### config.mk
export PLATFORM = sky130hd
export DESIGN_NAME = cmul_dual_const
export DESIGN_NICKNAME = d
export VERILOG_FILES = /design/src/rtl/cmul_pkg.sv /design/src/rtl/cmul_valid_pipe.sv /design/src/rtl/cmul_k3171_path.sv /design/src/rtl/cmul_k2426_path.sv /design/src/rtl/cmul_dual_const.sv
export SDC_FILE = /design/constraint.sdc
export NUM_CORES = 1
export LEC_CHECK = 0
export CORE_MARGIN = 3
export CORE_UTILIZATION = 62
export CTS_BUF_LIST = sky130_fd_sc_hd__clkbuf_8
export CTS_CLUSTER_DIAMETER = 120
export DETAILED_ROUTE_END_ITERATION = 7
export PLACE_DENSITY = 0.9
export RECOVER_POWER = 100
export SLEW_MARGIN = 10
export SYNTH_ARGS = -nofsm -noshare
export SYNTH_HDL_FRONTEND = slang
export SYNTH_SLANG_ARGS = --single-unit
### constraint.sdc
create_clock -name clk -period 2.8 [get_ports clk]
set_input_delay 0.42 -clock clk [delete_from_list [all_inputs] [get_ports clk]]
set_output_delay 0.42 -clock clk [all_outputs]
set_load 0.01 [all_outputs]
### src/rtl/cmul_pkg.sv
package cmul_pkg;

  // pipeline depth from accepted operand to registered products
  localparam int unsigned CM_LAT = 3;

  // the two hard-wired factors
  localparam int unsigned K_A = 3171;
  localparam int unsigned K_B = 2426;

  // K_A = 3 * (1 + 2^5 + 2^10)
  localparam int unsigned KA_TRI_SH = 1;
  localparam int unsigned KA_MID_SH = 5;
  localparam int unsigned KA_TOP_SH = 10;

  // K_B = 2^11 + 2^8 + 2^7 - 2^3 + 2^1 (signed-digit form)
  localparam int unsigned KB_SH_P0 = 11;
  localparam int unsigned KB_SH_P1 = 8;
  localparam int unsigned KB_SH_P2 = 7;
  localparam int unsigned KB_SH_N0 = 3;
  localparam int unsigned KB_SH_P3 = 1;

endpackage

### src/rtl/cmul_valid_pipe.sv
module cmul_valid_pipe #(
  parameter int unsigned DEPTH = 3
) (
  input  logic             clk,
  input  logic             rst,
  input  logic             in_v,
  output logic [DEPTH-1:0] stg_v
);

  genvar gi;
  generate
    for (gi = 0; gi < DEPTH; gi++) begin : g_stage
      if (gi == 0) begin : g_head
        always_ff @(posedge clk) begin
          if (rst) stg_v[gi] <= 1'b0;
          else     stg_v[gi] <= in_v;
        end
      end else begin : g_tail
        always_ff @(posedge clk) begin
          if (rst) stg_v[gi] <= 1'b0;
          else     stg_v[gi] <= stg_v[gi-1];
        end
      end
    end
  endgenerate

endmodule

### src/rtl/cmul_k3171_path.sv
module cmul_k3171_path
  import cmul_pkg::*;
#(
  parameter int unsigned IN_W  = 12,
  parameter int unsigned OUT_W = 2 * IN_W
) (
  input  logic              clk,
  input  logic              rst,
  input  logic [CM_LAT-1:0] en,
  input  logic [IN_W-1:0]   x,
  output logic [OUT_W-1:0]  prod
);

  logic [OUT_W-1:0] xw;
  logic [OUT_W-1:0] tri_q;   // stage 1: 3x
  logic [OUT_W-1:0] low_q;   // stage 2: 3x + 3x*32
  logic [OUT_W-1:0] high_q;  // stage 2: 3x*1024

  assign xw = OUT_W'(x);

  always_ff @(posedge clk) begin
    if (rst)        tri_q <= '0;
    else if (en[0]) tri_q <= (xw << KA_TRI_SH) + xw;
  end

  always_ff @(posedge clk) begin
    if (rst) begin
      low_q  <= '0;
      high_q <= '0;
    end else if (en[1]) begin
      low_q  <= tri_q + (tri_q << KA_MID_SH);
      high_q <= tri_q << KA_TOP_SH;
    end
  end

  always_ff @(posedge clk) begin
    if (rst)        prod <= '0;
    else if (en[2]) prod <= low_q + high_q;
  end

endmodule

### src/rtl/cmul_k2426_path.sv
module cmul_k2426_path
  import cmul_pkg::*;
#(
  parameter int unsigned IN_W  = 12,
  parameter int unsigned OUT_W = 2 * IN_W
) (
  input  logic              clk,
  input  logic              rst,
  input  logic [CM_LAT-1:0] en,
  input  logic [IN_W-1:0]   x,
  output logic [OUT_W-1:0]  prod
);

  logic [OUT_W-1:0] xw;
  logic [OUT_W-1:0] hi_q;    // stage 1: 2^11 x + 2^8 x
  logic [OUT_W-1:0] mid_q;   // stage 1: 2^7 x - 2^3 x
  logic [OUT_W-1:0] lo_q;    // stage 1: 2 x
  logic [OUT_W-1:0] sum_q;   // stage 2
  logic [OUT_W-1:0] lo2_q;   // stage 2

  assign xw = OUT_W'(x);

  always_ff @(posedge clk) begin
    if (rst) begin
      hi_q  <= '0;
      mid_q <= '0;
      lo_q  <= '0;
    end else if (en[0]) begin
      hi_q  <= (xw << KB_SH_P0) + (xw << KB_SH_P1);
      mid_q <= (xw << KB_SH_P2) - (xw << KB_SH_N0);
      lo_q  <= xw << KB_SH_P3;
    end
  end

  always_ff @(posedge clk) begin
    if (rst) begin
      sum_q <= '0;
      lo2_q <= '0;
    end else if (en[1]) begin
      sum_q <= hi_q + mid_q;
      lo2_q <= lo_q;
    end
  end

  always_ff @(posedge clk) begin
    if (rst)        prod <= '0;
    else if (en[2]) prod <= sum_q + lo2_q;
  end

endmodule

### src/rtl/cmul_dual_const.sv
module cmul_dual_const
  import cmul_pkg::*;
#(
  parameter int unsigned IN_W = 12,
  localparam int unsigned OUT_W = 2 * IN_W
) (
  input  logic             clk,
  input  logic             rst,
  input  logic             in_valid,
  input  logic [IN_W-1:0]  operand,
  output logic             out_valid,
  output logic [OUT_W-1:0] prod_a,
  output logic [OUT_W-1:0] prod_b
);

  localparam logic [OUT_W-1:0] KA_W = OUT_W'(K_A);
  localparam logic [OUT_W-1:0] KB_W = OUT_W'(K_B);

  logic [CM_LAT-1:0] stg_v;
  logic [CM_LAT-1:0] ld_en;

  cmul_valid_pipe #(.DEPTH(CM_LAT)) u_vpipe (
    .clk   (clk),
    .rst   (rst),
    .in_v  (in_valid),
    .stg_v (stg_v)
  );

  // stage k loads when the valid bit entering it is set
  assign ld_en     = {stg_v[CM_LAT-2:0], in_valid};
  assign out_valid = stg_v[CM_LAT-1];

  cmul_k3171_path #(.IN_W(IN_W), .OUT_W(OUT_W)) u_path_a (
    .clk  (clk),
    .rst  (rst),
    .en   (ld_en),
    .x    (operand),
    .prod (prod_a)
  );

  cmul_k2426_path #(.IN_W(IN_W), .OUT_W(OUT_W)) u_path_b (
    .clk  (clk),
    .rst  (rst),
    .en   (ld_en),
    .x    (operand),
    .prod (prod_b)
  );

  // accepted operand surfaces exactly three cycles later
  a_r4_latency: assert property (@(posedge clk) disable iff (rst)
    in_valid |-> ##3 out_valid);

  // no result without a matching accepted operand
  a_r4_no_spurious: assert property (@(posedge clk) disable iff (rst)
    !in_valid |-> ##3 !out_valid);


  a_r2_prod_a: assert property (@(posedge clk) disable iff (rst)
    out_valid |-> (prod_a == OUT_W'($past(operand, 3)) * KA_W));


  a_r3_prod_b: assert property (@(posedge clk) disable iff (rst)
    out_valid |-> (prod_b == OUT_W'($past(operand, 3)) * KB_W));


  a_r6_hold: assert property (@(posedge clk) disable iff (rst)
    (!out_valid && !$past(rst)) |-> ($stable(prod_a) && $stable(prod_b)));

endmodule

==> results.toml, run 1 <==
[timing]
min_period_ps = 2630
fin_ws_ps = 170.1
slew_violations = 70
max_freq_ghz = 0.3802
hold_violations = 0
fin_tns_setup_ps = 0
setup_viol = 0
fin_skew_ps = 16.25
worst_slew_pin_slew_ps = 1761
slew_headroom = -0.1738
rsz0062_at_grt = "false"
min_period_over_period = 0.9393

[final_layout]
antennaDiodeCount = 0
area_growth_pct = 13.54
layout.nets = 1226
seq_area_sq_mm = 0.003223
fillers = 1085
postLayoutCoreUtil = 0.7282
multi_input_area_sq_mm = 0.005852
drive_gt1_frac = 0.07287

[floorplan]
dieArea_sq_mm = 0.01672
die_w_um = 129.3
ios = 64
placementRows = 44
fp.coreArea_sq_mm = 0.01470
start_util = 0.6414
die_y_um = 129.3

[hold_path]
hp-start = "u_path_a.low_q[19]"
hold_depth = 2
hold_path_class = "reg -> reg"
min_to = "u_path_a.low_q[19]"

[synth]
synthCells = 1054
async_reset_ff_frac = 0
synth_ff_type = "dfxtp_1"
synth_edf_count = 0
syn_area_sq_mm = 0.009428
synth_top_cell_by_area = "dfxtp_1"
synth_nets = 1154
yosysMostFrequentCell = "dfxtp_1"
synth_area_leaders = "dfxtp_1, ha_1, mux2i_1"
synth_top_area_frac = 0.3419
syn_area_per_cell_sq_um = 8.945
synth-seq-cells = 161
yosys_warnings = 0
yosysSeqAreaShare = 0.3419
synth.distinct_cells = 76
synth_common_cells = "dfxtp_1, nor2_1, mux2i_1, ha_1, a21oi_1"

[clock_tree]
htree_levels = 4
worstSkewPairLatency_ps = 470
cts_setup_buffers = 0
cts_buffers = 17
cts_resized = 0
clock_path_buffers = 2
path_clk_slew_ps = 90
cts_sinks = 161
ctsHoldBuffers = 0
cts_root_buffer = "clkbuf_8"
tritoncts = "yes"

[worst_setup_path]
reg2regPathDepth = 9
cpMostUsedCell = "a21o_1"
critical_path.cell_chain = "clkbuf_1 > ha_1 > fa_1 > a21o_1 > a21o_1 > a21o_1 > a21oi_1 > mux2_2 > a31o_2"
critPathBufInv = 1
path_class = "reg -> reg"
worst-path-max-fanout = 4
cpPeakStageDelay_ps = 410
arrival_ps = 2990
critPathSlowestCell = "fa_1"
crit_family = "compound AO/OA/AOI/OAI gates"
r2r_end = "u_path_a.low_q[13]"
cp-end-kind = "flip-flop"
ff2ff_setup_slack_ps = 170
r2r_start = "u_path_b.lo_q[1]"
required_ps = 3160
startpoint_type = "flip-flop"

[job]
maxCapViolCount = 2

[global_route]
antenna_found_initial = 0
grt_pass1_wl_um = 37050
grt.overflow.total = 0
grt_usage = 0.2755
grt_max_degree = 82
grt_pass1_vias = 7732

[drt]
drt-pass1-iter-count = 5
wl_per_cell_um = 16.93
num_vias = 7974
ant_nets = 0
post-route-drc-count = 0
vias_per_cell = 6.027
drtIter0Drc = 614
routed_wl_um = 22410

[status]
violations = "max-capacitance violations, max-slew violations"
outcome = "finished with violations"

[power_and_ir_drop]
pwr-share-comb = 0.205
ir_worst_vdd_mv = 0.2997
internal-power_mw = 3.679
total_power_mw = 5.298
p_sw_mw = 1.620
leakagePower_nw = 4.721
swShare = 0.3057
powerDensity_mw_per_mm2 = 495.0
clock_power_share = 0.317
p_seq_frac = 0.478

[placed_design]
pre_cts_ws_ps = 5.601
gp_congestion = 0.9326
dp_hpwl_um = 16740
port_buffers = 62
==> layout make-up <==
type                       instances  area share
clock buffer                      17     0.02186
clock inverter                    15     0.01368
inverter                          35     0.01227
multi-input combinational        809      0.5467
sequential                       161      0.3011
tap                              184     0.02151
timing repair buffer             102     0.08288
==> layer usage <==
layer | vias up | wire [um] | GRT usage
li1 | 3952 | - | -
met1 | 3772 | 9994 | 0.3462
met2 | 198 | 10740 | 0.4689
met3 | 52 | 1125 | 0.06224
met4 | 0 | 544 | 0.09203
met5 | - | 0 | 0
==> sequential cells by signal, indices dropped and copies added, names as in the netlist <==
signal	flops
u_path_b.prod	22
u_path_b.hi_q	13
u_path_a.tri_q	13
u_path_a.high_q	13
u_vpipe.stg_v	3
u_path_b.lo_q	12
u_path_b.lo2_q	11
u_path_b.mid_q	15
u_path_a.prod	24
u_path_b.sum_q	20
u_path_a.low_q	15
==> worst min-delay path: cells and delay by family, from the launching register on <==
family	cells	cell delay [ps]
AO/OA/AOI/OAI	1	50
AND/OR/NAND/NOR	1	60
flip-flops	1	320
==> cells in the final DEF, fill, tap and decap left out, types with 12 or more instances in the layout <==
cell,count
xnor2_1,40
nand2_1,39
ha_1,79
a21o_1,28
dfxtp_1,161
and3_1,12
nor2_1,155
dlygate4sd3_1,50
inv_1,38
buf_4,28
clkbuf_8,17
a211oi_1,37
o21bai_1,12
mux2i_1,97
nor3_1,17
o21ai_0,47
xor2_1,21
nand3_1,20
a21oi_1,51
==> power by group through the flow <==
stage | clock (mW) | combinational [mW] | sequential [mW]
finish | 1.68 | 1.09 | 2.53
detailed placement | 0 | 1.08 | 2.58
global placement | 0 | 1.04 | 2.57
global route | 1.78 | 1.20 | 2.54
CTS | 1.69 | 1.09 | 2.53
floorplan | 0 | 0.761 | 2.55
==> per-stage QoR <==
step / instance area, sq um / std cells / hold WS [ps]
after floorplan: 9428 / 1054 / 440.6
after detailed placement: 10390 / 1291 / 471.7
after CTS: 10770 / 1323 / 290.1
after global placement: 10390 / 1291 / 461.5
after global routing: 10700 / 1323 / 510.9
final: 10700 / 1323 / 477.9
==> logic make-up after synthesis <==
kind of cell / synth area share
buffers and inverters: 0.03517
XOR/XNOR: 0.05667
adder cells (fa/ha/maj): 0.1176
other: 0.0003978
AND/OR/NAND/NOR: 0.1614
AO/OA/AOI/OAI: 0.1804
multiplexers: 0.1066
flip-flops: 0.3419
==> how the worst max path moves through the flow <==
| stage | cells past startpoint | start | end |
|---|---|---|---|
| 2_1_floorplan | 8 | u_path_b.lo_q[1] | u_path_b.sum_q[20] |
| 3_3_place_gp | 9 | operand[0] | u_path_a.tri_q[13] |
| 3_5_place_dp | 9 | operand[0] | u_path_b.hi_q[23] |
| 4_1_cts | 8 | u_path_b.lo_q[1] | u_path_b.sum_q[20] |
| 5_1_grt | 8 | u_path_b.lo_q[1] | u_path_b.sum_q[20] |
| 6_report | 9 | u_path_b.lo_q[1] | u_path_a.low_q[13] |
No activity file was read; power rests on OpenSTA's default activity.
==> run 2: changes to the inputs <==
--- a/config.mk
+++ b/config.mk
@@ -6,11 +6,11 @@
 export NUM_CORES = 1
 export LEC_CHECK = 0
 export CORE_MARGIN = 3
-export CORE_UTILIZATION = 62
+export CORE_UTILIZATION = 60
 export CTS_BUF_LIST = sky130_fd_sc_hd__clkbuf_8
 export CTS_CLUSTER_DIAMETER = 120
 export DETAILED_ROUTE_END_ITERATION = 7
-export PLACE_DENSITY = 0.9
+export PLACE_DENSITY = 0.88
 export RECOVER_POWER = 100
 export SLEW_MARGIN = 10
 export SYNTH_ARGS = -nofsm -noshare
==> run 2 against run 1 <==
Effect of this change: the run now ends clean; power grew 0.32%; sequential power about the same; wire length grew 2.0%; design area up 0.32%; sequential share of layout area fell by 0.095 points; die area up 3.2%; setup slack worse by 19 ps; global-route usage fell by 0.90 points; first-iteration DRC count decreased by 1.3%; largest cell class unchanged; largest power group unchanged.
==> results.toml, run 2 (synthesis results as in run 1) <==
[timing]
fin_skew_ps = 11.82
min_period_ps = 2649
hold_violations = 0
setup_viol = 0
fin_ws_ps = 151.4
rsz0062_at_grt = "false"
worst_slew_pin_slew_ps = 1442
slew_violations = 0
min_period_over_period = 0.9459
slew_headroom = 0.03848
max_freq_ghz = 0.3776

[clock_tree]
tritoncts = "yes"
cts_buffers = 17
htree_levels = 4
path_clk_slew_ps = 90
cts_sinks = 161
worstSkewPairLatency_ps = 460
ctsHoldBuffers = 0
cts_root_buffer = "clkbuf_8"
clock_path_buffers = 2

[final_layout]
final_common_cell = "dfxtp_1"
reg.largest.list = "u_path_a.prod x24, u_path_b.prod x22, u_path_b.sum_q x20"
drive_gt1_frac = 0.07293
final_cell_mix = "dfxtp_1, nor2_1, mux2i_1, ha_1, a21oi_1"
top_register = "u_path_a.prod"
postLayoutCellArea_sq_mm = 0.01074
antennaDiodeCount = 0
layout.nets = 1225
fillers = 1201
area_growth_pct = 13.90
largest_reg_flops = 24
postLayoutCoreUtil = 0.7011
final_cell_count_no_fill = 1349

[drt]
routed_wl_um = 22860
ant_nets = 0
vias_per_cell = 5.954
drtIter0Drc = 606
post-route-drc-count = 0
wl_per_cell_um = 16.94
drt-pass1-iter-count = 5
num_vias = 8032

[job]
maxCapViolCount = 0

[worst_setup_path]
path_class = "reg -> reg"
reg2regPathDepth = 9
r2r_end = "u_path_a.low_q[11]"
startpoint_type = "flip-flop"
worst-path-max-fanout = 4
critPathSlowestCell = "fa_1"
crit_path_start = "u_path_b.lo_q[1]"
required_ps = 3160
ff2ff_setup_slack_ps = 150
r2r_start = "u_path_b.lo_q[1]"
cp-end-kind = "flip-flop"
cpMostUsedCell = "a21o_1"
crit_end = "u_path_a.low_q[11]"
crit_family = "compound AO/OA/AOI/OAI gates"
crit_cells = 9
critical_path.cell_chain = "clkbuf_1 > ha_1 > fa_1 > a21o_1 > a21o_1 > a21o_1 > a21oi_1 > mux2_1 > a31o_2"
critPathBufInv = 1
arrival_ps = 3010
cpPeakStageDelay_ps = 410

[placed_design]
pre_cts_ws_ps = -55.67
dp_hpwl_um = 16930
placed_cell_area_sq_mm = 0.01041
place_inst = 1317
port_buffers = 62
gp_congestion = 0.9686

[floorplan]
start_util = 0.6156
placementRows = 45
ios = 64
fp.coreArea_sq_mm = 0.01531
die_y_um = 131.4
dieArea_sq_mm = 0.01725
die_w_um = 131.4

[global_route]
grt_max_degree = 43
grt_pass1_wl_um = 38290
antenna_found_initial = 0
grt_pass1_vias = 7823
grt.overflow.total = 0
grt_usage = 0.2665

[power_and_ir_drop]
ir_worst_vdd_mv = 0.3089
leakagePower_nw = 4.736
powerDensity_mw_per_mm2 = 495.0
total_power_mw = 5.316

[hold_path]
hold_path_class = "in -> reg"

[status]
outcome = "finished, final reports clean"
## run 2: power breakdown
part	switching, mW	total, mW	leakage [nW]	internal [mW]
sequential	0.132	2.55	1.32	2.42
clock	0.888	1.70	0.203	0.812
combinational	0.600	1.07	3.22	0.468
## run 2: layout make-up
class | count | area, sq um | share of cell area
Clock buffer | 18 | 247.7 | 0.02307
Clock inverter | 14 | 140.1 | 0.01305
Inverter | 35 | 131.4 | 0.01223
Multi-Input combinational cell | 809 | 5858 | 0.5456
Sequential cell | 161 | 3223 | 0.3002
Tap cell | 211 | 264.0 | 0.02459
Timing Repair Buffer | 101 | 873.3 | 0.08133
## run 2: timing repair
item,CTS,global route
setup buffers,0,0
resized for setup,0,1
endpoints found under the setup margin,0,1
## run 2: layer usage
layer  vias to the layer above  routed length [um]  part of all wire  track usage
met5                         -                   0                 0            0
met4                         0                 555             0.024      0.09743
met3                        51                1222             0.053      0.04441
met2                       243               10870              0.48       0.4444
met1                      3788               10200              0.45       0.3495
li1                       3950                   -                 -            -
## run 2: worst min-delay path by stage
stage                       startpoint                  to  slack (ps)  cells past startpoint
finish                             rst   u_path_b.hi_q[16]         400                      2
global route                       rst   u_path_b.hi_q[16]         410                      2
CTS                                rst   u_path_b.hi_q[16]         370                      2
detailed placement  u_path_a.low_q[19]  u_path_a.low_q[19]         480                      2
global placement     u_path_b.lo_q[10]   u_path_b.lo_q[10]         460                      2
floorplan            u_path_a.low_q[9]   u_path_a.low_q[9]         440                      2
## run 2: stage by stage
step	setup TNS (ps)	hold slack (ps)
finish	0	396.3
global route	0	409.0
CTS	0	371.1
detailed placement	-151.5	476.9
global placement	0	461.1
floorplan	0	440.6
==> run 3: changes to the inputs <==
--- a/config.mk
+++ b/config.mk
@@ -5,11 +5,13 @@
 export SDC_FILE = /design/constraint.sdc
 export NUM_CORES = 1
 export LEC_CHECK = 0
+export CAP_MARGIN = 30
 export CORE_MARGIN = 3
 export CORE_UTILIZATION = 60
 export CTS_BUF_LIST = sky130_fd_sc_hd__clkbuf_8
 export CTS_CLUSTER_DIAMETER = 120
 export DETAILED_ROUTE_END_ITERATION = 7
+export MAX_ROUTING_LAYER = met4
 export PLACE_DENSITY = 0.88
 export RECOVER_POWER = 100
 export SLEW_MARGIN = 10
==> run 3 against run 2 <==
Effect of this change: the run now ends with max-capacitance violations, max-slew violations left; final cell count is 0.15% higher; die area did not move; highest routed layer unchanged; power rose by 3.2%; non-clock buffer count up 2; global-route usage is 0.20 points higher; design area increased by 0.55%; largest cell class unchanged; sequential share of layout area shrank 0.15 points; clock power grew 10%; setup slack improved by 25 ps; register-to-register slack improved by 30 ps; critical path depth is the same.
==> results.toml, run 3 (synthesis results as in run 1) <==
[clock_tree]
path_clk_slew_ps = 90
cts_sinks = 161
htree_levels = 4
worstSkewPairLatency_ps = 460
ctsHoldBuffers = 0
clock_path_buffers = 2
tritoncts = "yes"
cts_setup_buffers = 0
cts_buffers = 17
cts_resized = 0
cts_root_buffer = "clkbuf_8"

[power_and_ir_drop]
pwr-share-comb = 0.195
internal-power_mw = 3.881
leakagePower_nw = 4.755
ir_worst_vdd_mv = 0.2978
powerDensity_mw_per_mm2 = 508.0
swShare = 0.2924
p_seq_frac = 0.464
total_power_mw = 5.485
p_sw_mw = 1.604
clock_power_share = 0.341

[worst_setup_path]
ff2ff_setup_slack_ps = 180
arrival_ps = 2980
startpoint_type = "flip-flop"
worst-path-max-fanout = 4
required_ps = 3160
cp-end-kind = "flip-flop"
path_class = "reg -> reg"

[placed_design]
port_buffers = 62
placed_cell_area_sq_mm = 0.01043
gp_congestion = 0.9649
place_inst = 1319
dp_hpwl_um = 16900
pre_cts_ws_ps = 6.041

[final_layout]
layout.nets = 1227
final_cell_count_no_fill = 1351
final_cell_mix = "dfxtp_1, nor2_1, mux2i_1, ha_1, a21oi_1"
postLayoutCellArea_sq_mm = 0.01080
drive_gt1_frac = 0.07632
antennaDiodeCount = 0
reg.largest.list = "u_path_a.prod x24, u_path_b.prod x22, u_path_b.sum_q x20"
area_growth_pct = 14.52
final_common_cell = "dfxtp_1"
largest_reg_flops = 24
fillers = 1198
top_register = "u_path_a.prod"
postLayoutCoreUtil = 0.7050

[global_route]
grt_max_degree = 63
grt_pass1_vias = 7692
grt_usage = 0.2685
grt.overflow.total = 0
antenna_found_initial = 0
grt_pass1_wl_um = 37450

[status]
violations = "max-capacitance violations, max-slew violations"
outcome = "finished with violations"

[drt]
drtIter0Drc = 639
drt-pass1-iter-count = 6
post-route-drc-count = 0
vias_per_cell = 5.997
routed_wl_um = 22740
num_vias = 8102
ant_nets = 0
wl_per_cell_um = 16.83

[floorplan]
placementRows = 45
dieArea_sq_mm = 0.01725
start_util = 0.6156
die_w_um = 131.4
fp.coreArea_sq_mm = 0.01531
ios = 64
die_y_um = 131.4

[timing]
min_period_over_period = 0.9368
fin_tns_setup_ps = 0
slew_headroom = -0.1555
worst_slew_pin_slew_ps = 1733
fin_skew_ps = 15.28
setup_viol = 0
slew_violations = 43
min_period_ps = 2623
fin_ws_ps = 176.8
rsz0062_at_grt = "false"
hold-worst-slack_ps = 486.1
hold_violations = 0
max_freq_ghz = 0.3812

[hold_path]
hold_path_class = "reg -> reg"

[job]
maxCapViolCount = 1
run 3: layout make-up:
type                       instances  area [sq um]  share of cell area
multi-input combinational        809          5851              0.5419
sequential                       161          3224              0.2986
timing repair buffer             103         892.1             0.08263
tap                              211         264.0             0.02445
clock buffer                      18         247.7             0.02295
clock inverter                    14         186.4             0.01727
inverter                          35         131.4             0.01217
run 3: path summary, 6_finish.rpt:
kind,endpoint,from,depth (start not counted)
worst min-delay path,u_path_a.prod[12],u_path_a.prod[12],2
worst max-delay path,u_path_a.low_q[11],u_path_b.lo_q[1],9
worst min register to register,u_path_a.prod[12],u_path_a.prod[12],2
worst max register to register,u_path_a.low_q[11],u_path_b.lo_q[1],9
run 3: routing by layer:
layer	track usage	part of all wire
met2	0.4300	0.47
met1	0.3357	0.45
met4	0.09860	0.028
met5	-	0
met3	0.05896	0.059
run 3: power groups by stage:
stage / registers (mW) / clock network [mW] / logic, mW
2_1_floorplan: 2.55 / 0 / 0.761
3_3_place_gp: 2.59 / 0 / 1.02
3_5_place_dp: 2.59 / 0 / 1.06
4_1_cts: 2.54 / 1.90 / 1.07
5_1_grt: 2.56 / 1.98 / 1.18
6_report: 2.55 / 1.87 / 1.07
run 3: critical path: stages, from the launching register on:
cell,delay (ps)
dfxtp_1,340
clkbuf_1,190
ha_1,270
fa_1,420
a21o_1,180
a21o_1,220
a21o_1,190
a21oi_1,150
mux2_2,350
a31o_2,210
